<file path="src/rtl/mbc_pkg.sv">
package mbc_pkg;

   typedef enum logic [2:0] {
      SLOT_SEC   = 3'd0,
      SLOT_MIN   = 3'd1,
      SLOT_HOUR  = 3'd2,
      SLOT_DATE  = 3'd3,
      SLOT_MON   = 3'd4,
      SLOT_YEAR  = 3'd5,
      SLOT_DOW   = 3'd6,
      SLOT_TENTH = 3'd7
   } slot_e;

   localparam logic [7:0] KEEP_SEC  = 8'h7F;
   localparam logic [7:0] KEEP_HOUR = 8'hBF;
   localparam logic [7:0] KEEP_DATE = 8'h3F;
   localparam logic [7:0] KEEP_MON  = 8'h1F;
   localparam logic [7:0] KEEP_YEAR = 8'hFF;
   localparam logic [7:0] KEEP_DOW  = 8'h07;

   // advance a packed two-digit BCD value by one
   function automatic logic [7:0] bcd_step(input logic [7:0] v);
      logic [7:0] r;
      if (v[3:0] >= 4'd9) r = {v[7:4] + 4'd1, 4'd0};
      else                r = {v[7:4], v[3:0] + 4'd1};
      return r;
   endfunction

   // last day of a BCD month; leap test is year mod 4 on the BCD digits
   function automatic logic [7:0] month_days(input logic [7:0] mon, input logic [7:0] yr);
      logic [1:0] rem;
      logic [7:0] r;
      rem = yr[1:0] + {yr[4], 1'b0};
      case (mon)
         8'h02:                      r = (rem == 2'd0) ? 8'h29 : 8'h28;
         8'h04, 8'h06, 8'h09, 8'h11: r = 8'h30;
         default:                    r = 8'h31;
      endcase
      return r;
   endfunction

endpackage

</file>
<file path="src/rtl/mbc_prescale.sv">
module mbc_prescale
   import mbc_pkg::*;
#(
   parameter int RATE_HI = 60,
   parameter int RATE_LO = 50,
   parameter int STEPS   = 10
) (
   input  logic                       clk,
   input  logic                       rst_n,
   input  logic                       restart,
   input  logic                       run,
   input  logic                       line_pulse,
   input  logic                       sel_lo,
   output logic [$clog2(STEPS)-1:0]   tenths,
   output logic                       sec_adv
);

   localparam int DIV_HI  = RATE_HI / STEPS;
   localparam int DIV_LO  = RATE_LO / STEPS;
   localparam int DIV_MAX = (DIV_HI > DIV_LO) ? DIV_HI : DIV_LO;
   localparam int CW      = $clog2(DIV_MAX + 1);
   localparam int TW      = $clog2(STEPS);

   generate
      if ((RATE_HI % STEPS) != 0 || (RATE_LO % STEPS) != 0) begin : g_bad_rate
         $error("line rates must be whole multiples of the sub-second step count");
      end
      if (DIV_HI < 1 || DIV_LO < 1) begin : g_bad_div
         $error("line rate below one pulse per sub-second step");
      end
   endgenerate

   logic [CW-1:0] pre_q;
   logic [CW-1:0] div_last;

   generate
      if (DIV_HI == DIV_LO) begin : g_single_rate
         assign div_last = CW'(DIV_HI - 1);
      end else begin : g_dual_rate
         assign div_last = sel_lo ? CW'(DIV_LO - 1) : CW'(DIV_HI - 1);
      end
   endgenerate

   logic step_ok;
   logic step_end;

   assign step_ok  = run && line_pulse && !restart;
   assign step_end = step_ok && (pre_q >= div_last);
   assign sec_adv  = step_end && (tenths >= TW'(STEPS - 1));

   always_ff @(posedge clk or negedge rst_n) begin
      if (!rst_n) begin
         pre_q  <= '0;
         tenths <= '0;
      end else if (restart) begin
         pre_q  <= '0;
         tenths <= '0;
      end else if (step_ok) begin
         if (step_end) begin
            pre_q  <= '0;
            tenths <= sec_adv ? '0 : tenths + TW'(1);
         end else begin
            pre_q  <= pre_q + CW'(1);
         end
      end
   end


   tenth_range_chk: assert property (@(posedge clk) disable iff (!rst_n)
      tenths <= TW'(STEPS - 1));


   restart_clear_chk: assert property (@(posedge clk) disable iff (!rst_n)
      restart |=> (tenths == '0));

endmodule

</file>
<file path="src/rtl/mbc_wrap_ctr.sv">
module mbc_wrap_ctr
   import mbc_pkg::*;
#(
   parameter logic [7:0] FIRST = 8'h00,
   parameter logic [7:0] LAST  = 8'h59,
   parameter logic [7:0] RSTV  = 8'h00,
   parameter logic [7:0] KEEP  = 8'hFF
) (
   input  logic       clk,
   input  logic       rst_n,
   input  logic       ld,
   input  logic [7:0] ld_val,
   input  logic       inc,
   output logic [7:0] q,
   output logic       wrap
);

   generate
      if (LAST < FIRST) begin : g_bad_span
         $error("counter span is empty");
      end
   endgenerate

   assign wrap = inc && (q >= LAST);

   always_ff @(posedge clk or negedge rst_n) begin
      if (!rst_n)   q <= RSTV;
      else if (ld)  q <= ld_val & KEEP;
      else if (inc) q <= wrap ? FIRST : bcd_step(q);
   end


   hold_chk: assert property (@(posedge clk) disable iff (!rst_n)
      (!ld && !inc) |=> $stable(q));

endmodule

</file>
<file path="src/rtl/mbc_hour.sv">
module mbc_hour
   import mbc_pkg::*;
(
   input  logic       clk,
   input  logic       rst_n,
   input  logic       ld,
   input  logic [7:0] ld_val,
   input  logic       inc,
   output logic [7:0] q,
   output logic       day_carry
);

   logic [7:0] nxt;
   logic       carry_c;
   logic [7:0] step24;
   logic [7:0] step12;

   assign step24 = bcd_step({2'b00, q[5:0]});
   assign step12 = bcd_step({3'b000, q[4:0]});

   always_comb begin
      nxt     = q;
      carry_c = 1'b0;
      if (q[7]) begin
         if (q[5:0] >= 6'h23) begin
            nxt     = 8'h80;
            carry_c = 1'b1;
         end else begin
            nxt = {2'b10, step24[5:0]};
         end
      end else begin
         if (q[4:0] == 5'h11) begin
            nxt     = {2'b00, ~q[5], 5'h12};
            carry_c = q[5];
         end else if (q[4:0] >= 5'h12) begin
            nxt = {2'b00, q[5], 5'h01};
         end else begin
            nxt = {2'b00, q[5], step12[4:0]};
         end
      end
   end

   assign day_carry = inc && carry_c;

   always_ff @(posedge clk or negedge rst_n) begin
      if (!rst_n)   q <= 8'h00;
      else if (ld)  q <= ld_val & KEEP_HOUR;
      else if (inc) q <= nxt;
   end


   noon_flip_chk: assert property (@(posedge clk) disable iff (!rst_n)
      (inc && !ld && !q[7] && q[4:0] == 5'h11) |=> (q[5] != $past(q[5])));


   midnight_chk: assert property (@(posedge clk) disable iff (!rst_n)
      (day_carry && !ld && q[7]) |=> (q == 8'h80));

endmodule

</file>
<file path="src/rtl/mbc_calendar.sv">
module mbc_calendar
   import mbc_pkg::*;
(
   input  logic       clk,
   input  logic       rst_n,
   input  logic       ld_date,
   input  logic       ld_mon,
   input  logic [7:0] ld_val,
   input  logic       inc,
   input  logic [7:0] year,
   output logic [7:0] date,
   output logic [7:0] month,
   output logic       year_inc
);

   logic [7:0] len;
   logic       date_end;
   logic       mon_end;

   assign len      = month_days(month, year);
   assign date_end = date >= len;
   assign mon_end  = month >= 8'h12;
   assign year_inc = inc && date_end && mon_end;

   always_ff @(posedge clk or negedge rst_n) begin
      if (!rst_n) begin
         date  <= 8'h01;
         month <= 8'h01;
      end else begin
         if (ld_date)  date <= ld_val & KEEP_DATE;
         else if (inc) date <= date_end ? 8'h01 : bcd_step(date);

         if (ld_mon)                  month <= ld_val & KEEP_MON;
         else if (inc && date_end)    month <= mon_end ? 8'h01 : bcd_step(month);
      end
   end


   month_step_chk: assert property (@(posedge clk) disable iff (!rst_n)
      (!$past(ld_mon) && !$past(ld_date) && month != $past(month)) |-> (date == 8'h01));

endmodule

</file>
<file path="src/rtl/mains_bcd_calendar.sv">
module mains_bcd_calendar
   import mbc_pkg::*;
#(
   parameter int RATE_HI = 60,
   parameter int RATE_LO = 50,
   parameter int STEPS   = 10
) (
   input  logic       clk,
   input  logic       rst_n,
   input  logic       line_pulse,
   input  logic       sel_50,
   input  logic       wr_gate,
   input  logic [2:0] addr,
   input  logic       wr_stb,
   input  logic [7:0] wr_data,
   output logic [7:0] rd_data,
   output logic       pwr_fail,
   output logic       sec_strobe
);

   localparam int TW     = $clog2(STEPS);
   localparam int NCHAIN = 2;

   generate
      if (STEPS < 2 || STEPS > 10) begin : g_bad_steps
         $error("sub-second digit must fit one BCD digit");
      end
   endgenerate

   logic          accept;
   logic          running;
   logic          sec_adv;
   logic [TW-1:0] tenths;
   logic [7:0]    chain_q [NCHAIN];
   logic          chain_c [NCHAIN+1];
   logic [7:0]    hour_q;
   logic          day_adv;
   logic [7:0]    date_q;
   logic [7:0]    mon_q;
   logic [7:0]    year_q;
   logic          year_adv;
   logic [7:0]    dow_q;
   logic          dow_wrap;
   logic          year_wrap;

   assign accept = wr_stb && wr_gate;

   always_ff @(posedge clk or negedge rst_n) begin
      if (!rst_n) begin
         running    <= 1'b0;
         pwr_fail   <= 1'b1;
         sec_strobe <= 1'b0;
      end else begin
         sec_strobe <= sec_adv;
         if (accept) begin
            running  <= 1'b1;
            pwr_fail <= 1'b0;
         end
      end
   end

   mbc_prescale #(.RATE_HI(RATE_HI), .RATE_LO(RATE_LO), .STEPS(STEPS)) u_pre (
      .clk        (clk),
      .rst_n      (rst_n),
      .restart    (accept),
      .run        (running),
      .line_pulse (line_pulse),
      .sel_lo     (sel_50),
      .tenths     (tenths),
      .sec_adv    (sec_adv)
   );

   assign chain_c[0] = sec_adv;

   for (genvar gi = 0; gi < NCHAIN; gi++) begin : g_chain
      mbc_wrap_ctr #(.FIRST(8'h00), .LAST(8'h59), .RSTV(8'h00), .KEEP(KEEP_SEC)) u_ctr (
         .clk    (clk),
         .rst_n  (rst_n),
         .ld     (accept && (addr == 3'(gi))),
         .ld_val (wr_data),
         .inc    (chain_c[gi]),
         .q      (chain_q[gi]),
         .wrap   (chain_c[gi+1])
      );
   end

   mbc_hour u_hour (
      .clk       (clk),
      .rst_n     (rst_n),
      .ld        (accept && slot_e'(addr) == SLOT_HOUR),
      .ld_val    (wr_data),
      .inc       (chain_c[NCHAIN]),
      .q         (hour_q),
      .day_carry (day_adv)
   );

   mbc_calendar u_cal (
      .clk      (clk),
      .rst_n    (rst_n),
      .ld_date  (accept && slot_e'(addr) == SLOT_DATE),
      .ld_mon   (accept && slot_e'(addr) == SLOT_MON),
      .ld_val   (wr_data),
      .inc      (day_adv),
      .year     (year_q),
      .date     (date_q),
      .month    (mon_q),
      .year_inc (year_adv)
   );

   mbc_wrap_ctr #(.FIRST(8'h00), .LAST(8'h99), .RSTV(8'h00), .KEEP(KEEP_YEAR)) u_year (
      .clk    (clk),
      .rst_n  (rst_n),
      .ld     (accept && slot_e'(addr) == SLOT_YEAR),
      .ld_val (wr_data),
      .inc    (year_adv),
      .q      (year_q),
      .wrap   (year_wrap)
   );

   mbc_wrap_ctr #(.FIRST(8'h00), .LAST(8'h06), .RSTV(8'h00), .KEEP(KEEP_DOW)) u_dow (
      .clk    (clk),
      .rst_n  (rst_n),
      .ld     (accept && slot_e'(addr) == SLOT_DOW),
      .ld_val (wr_data),
      .inc    (day_adv),
      .q      (dow_q),
      .wrap   (dow_wrap)
   );

   always_comb begin
      case (slot_e'(addr))
         SLOT_SEC:   rd_data = chain_q[0];
         SLOT_MIN:   rd_data = chain_q[1];
         SLOT_HOUR:  rd_data = hour_q;
         SLOT_DATE:  rd_data = date_q;
         SLOT_MON:   rd_data = mon_q;
         SLOT_YEAR:  rd_data = year_q;
         SLOT_DOW:   rd_data = dow_q;
         default:    rd_data = {{(8-TW){1'b0}}, tenths};
      endcase
   end


   halt_chk: assert property (@(posedge clk) disable iff (!rst_n)
      (!running && !accept) |=> ($stable(chain_q[0]) && $stable(tenths) && $stable(date_q)));


   gate_chk: assert property (@(posedge clk) disable iff (!rst_n)
      (wr_stb && !wr_gate && !running) |=> (!running && $stable(pwr_fail)));


   fail_sticky_chk: assert property (@(posedge clk) disable iff (!rst_n)
      !pwr_fail |=> !pwr_fail);


   strobe_sec_chk: assert property (@(posedge clk) disable iff (!rst_n)
      sec_strobe |-> (chain_q[0] != $past(chain_q[0])));


   strobe_gap_chk: assert property (@(posedge clk) disable iff (!rst_n)
      sec_strobe |=> !sec_strobe);


   dow_range_chk: assert property (@(posedge clk) disable iff (!rst_n)
      (!$past(accept) && dow_q != $past(dow_q)) |-> $past(day_adv));

endmodule

</file>
<file path="config.mk">
export PLATFORM = sky130hd
export DESIGN_NAME = mains_bcd_calendar
export DESIGN_NICKNAME = d
export VERILOG_FILES = /design/src/rtl/mbc_pkg.sv /design/src/rtl/mbc_prescale.sv /design/src/rtl/mbc_wrap_ctr.sv /design/src/rtl/mbc_hour.sv /design/src/rtl/mbc_calendar.sv /design/src/rtl/mains_bcd_calendar.sv
export SDC_FILE = /design/constraint.sdc
export NUM_CORES = 1
export LEC_CHECK = 0
export BUFFER_PORTS_ARGS = -buffer_cell sky130_fd_sc_hd__buf_2
export CAP_MARGIN = 20
export CORE_MARGIN = 5
export CORE_UTILIZATION = 35
export CTS_CLUSTER_DIAMETER = 80
export DETAILED_ROUTE_END_ITERATION = 16
export HOLD_SLACK_MARGIN = 0.08
export MAX_ROUTING_LAYER = met4
export PLACE_DENSITY = 0.51
export SYNTH_ARGS = -nofsm -noshare
export SYNTH_HDL_FRONTEND = slang
export SYNTH_SLANG_ARGS = --single-unit
</file>
<file path="constraint.sdc">
create_clock -name clk -period 5.7 [get_ports clk]
set_input_delay 1.14 -clock clk [delete_from_list [all_inputs] [get_ports clk]]
set_output_delay 1.14 -clock clk [all_outputs]
set_load 0.005 [all_outputs]
</file>
==> flow_summary.json <==
{
  "vias_per_cell": 5.76,
  "rows": 43,
  "vias": 4445,
  "dieArea_mm2": 0.0168,
  "die_y_um": 130,
  "ctsHoldBuffers": 0,
  "layout_min_cycle_time_ps": 3770,
  "drtIter0Drc": 473,
  "die_x_um": 130,
  "fillCellCount": 1407,
  "synth.yosys.seq_area_share_pct": 32.5,
  "globalplace.congestion": 0.880,
  "cp.arrival_ps": 2630,
  "ir_drop_mv": 0.183,
  "synthTopCellsByArea": "dfrtp_1, ha_1, nand2_1, o21ai_0, nor2_1",
  "relSlewSlack_pct": 33.2,
  "fmax_mhz": 265,
  "path_class": "primary input to output port",
  "post-dp-hpwl_um": 10900,
  "cts_buffers": 9,
  "p_per_area_mw_per_mm2": 354,
  "async_flop_share_pct": 100,
  "r2r_slack_ps": 2050,
  "final-seq-area_mm2": 0.00163,
  "rsz0062_at_grt": "false",
  "min_path_type": "flip-flop to flip-flop",
  "grt_pass1_vias": 4261,
  "min_from": "pwr_fail",
  "drc": 0,
  "cpPeakStageDelay_ps": 470,
  "yosys_warnings": 0,
  "syn_avg_cell_area_um2": 8.80,
  "nets": 651,
  "finClkSkew_ps": 7.60,
  "start_util_pct": 35.9,
  "synth_flop_cell": "dfrtp_1",
  "ys_types": 77,
  "path_max_fanout": 30,
  "cp.required_ps": 4560,
  "maxCapViolCount": 0,
  "cts_buffer_depth": 2,
  "insertion_delay_ps": 340,
  "drtAntennaViolNets": 0,
  "outcome": "completed",
  "drive_gt1_share_pct": 12.7,
  "setup_tns_ps": 0,
  "timing.final.crit_share_pct": 66.2,
  "leakage_nw": 2.42,
  "ctsHtreeMaxLevel": 3,
  "crit_path_end_kind": "output port",
  "slew_viol_final": 0,
  "syn_nets": 635,
  "antenna_found_initial": 0,
  "synth-seq-cells": 65,
  "whs_path_depth": 1,
  "worstReg2RegEnd": "u_cal.month[3]",
  "synth_top_area_cell": "dfrtp_1",
  "whs_ps": 489,
  "dp.cells": 754,
  "cts_setup_buffers": 0,
  "r2r_cells": 15,
  "crit_chain": "buf_2, mux2i_1, o21ai_0, o21ai_0, a21oi_1, buf_2",
  "fp.coreArea_mm2": 0.0140,
  "cts_sinks": 65,
  "hold_viol": 0,
  "cts_resized": 0,
  "wire_per_inst_um": 19.4,
  "syn_inst": 570,
  "synth_edf_count": 0,
  "clk_pin_slew_worst_paths_ps": 50,
  "syn-cell-area_mm2": 0.00502,
  "setup_viol": 0,
  "min_to": "pwr_fail",
  "grt_pass1_wl_um": 24000,
  "syn2layout_area_growth_pct": 11.3,
  "io_pins": 27,
  "multi_input_area_mm2": 0.00309,
  "cts_root_buf": "clkbuf_16",
  "start_kind": "primary input",
  "grt_overflow_total": 0,
  "tritoncts": "done",
  "critPathSlowestCell": "buf_2",
  "yosysTopAreaCellShare_pct": 30.9,
  "gr-usage-all-layers_pct": 19.2,
  "routed_wl_um": 15000,
  "first_pass_iters": 6,
  "worstMarginPinSlew_ps": 990,
  "grt_max_degree": 66,
  "rr_startpoint": "u_cal.month[0]",
  "port_buffers": 26,
  "stdcell_count": 772
}
## flip-flops by register name, summed over array words and instances (netlist names)
name and count:
u_pre.tenths 4, u_cal.date 8, u_cal.month 8, sec_strobe 1, u_hour.q 7, u_dow.q 8, pwr_fail 1, u_year.q 8
running 1, g_chain.u_ctr.q 16, u_pre.pre_q 3
## per-layer routing
layer  vias up  global-route usage (%)  wire length [µm]
li1       2137                       -                 -
met5         -                       -                 0
met2       107                    29.1              6990
met1      2177                    26.4              6870
met4         0                    5.26               307
met3        24                    3.77               811
## cell usage in the layout, fill, tap and decap left out, types with 5 or more instances in the layout
cell type  instances
a21oi_1           29
a221o_1            5
a22oi_1            6
a2bb2oi_1          6
a31oi_1            9
and2_1             7
buf_2             26
buf_4              6
clkbuf_16          9
dfrtp_1           62
ha_1              48
inv_1             41
mux2_2             6
mux2i_1            8
mux4_2             6
nand2_1           56
nand2b_1           8
nand3_1           16
nor2_1            42
nor2b_1            6
nor3_1            14
nor3b_1            6
o211ai_1           9
o21a_1             5
o21ai_0           39
o22ai_1            7
o311ai_0           6
o31a_1             5
o31ai_1            5
## synth_stat cells (all sizes together) (4+ instances only)
| library cell | count |
|---|---|
| a211oi | 4 |
| a21boi | 4 |
| a21oi | 29 |
| a221o | 5 |
| a22o | 4 |
| a22oi | 6 |
| a2bb2oi | 6 |
| a31oi | 10 |
| a41oi | 4 |
| and2 | 8 |
| and3 | 5 |
| and4 | 4 |
| buf | 12 |
| clkbuf | 15 |
| dfrtp | 62 |
| ha | 48 |
| inv | 41 |
| mux2 | 6 |
| mux2i | 8 |
| mux4 | 6 |
| nand2 | 57 |
| nand2b | 8 |
| nand3 | 16 |
| nand4 | 5 |
| nor2 | 42 |
| nor2b | 6 |
| nor3 | 14 |
| nor3b | 6 |
| o211ai | 9 |
| o21a | 5 |
| o21ai | 40 |
| o22ai | 7 |
| o311ai | 6 |
| o31a | 5 |
| o31ai | 5 |
| or3 | 5 |
## critical path: cells and delay by family
family | cells | cell delay (ps)
mux | 1 | 200
buf+inv | 2 | 630
compound gates | 3 | 650
## final cells by class
| cell class | instances | share of cell area, % |
|---|---|---|
| Multi-Input combinational cell | 436 | 55.3 |
| Clock inverter | 2 | 0.627 |
| Antenna cell | 1 | 0.0448 |
| Inverter | 42 | 2.82 |
| Clock buffer | 14 | 4.90 |
| Timing Repair Buffer | 32 | 3.14 |
| Tap cell | 180 | 4.03 |
| Sequential cell | 65 | 29.2 |
## power by group
part	switching (W)	internal [W]
registers	0.000177	0.000558
logic	0.000369	0.000291
clock network	0.000212	0.000374
total	0.000758	0.00122
## worst max-delay path by stage
stage | startpoint | slack, ps | to
final | addr[1] | 1930 | rd_data[1]
after global routing | addr[1] | 1810 | rd_data[1]
after CTS | u_cal.month[0] | 1830 | u_cal.date[2]
after detailed placement | sel_50 | 1810 | u_cal.date[3]
after global placement | sel_50 | 1900 | u_cal.date[3]
after floorplan | addr[0] | 2170 | rd_data[0]
## cells by family after synthesis
logic type,synth area share (%)
AOI/OAI and AO/OA,22.9
xor gates and xnor gates,0.698
adders and majority gates,12.0
buffers and inverters,5.98
DFF,32.5
muxes,5.64
and+or+nand+nor,20.3
## through the flow
stage	instance area (µm²)	setup WS, ps	total power [W]	utilization [%]
floorplan	5020	2170	0.00118	-
global placement	5270	1900	0.00138	37.7
detailed placement	5270	1810	0.00139	37.7
CTS	5580	1830	0.00199	39.9
global route	5580	1810	0.00212	39.9
finish	5590	1930	0.00198	39.9
Power figures use the tool's default switching activity.
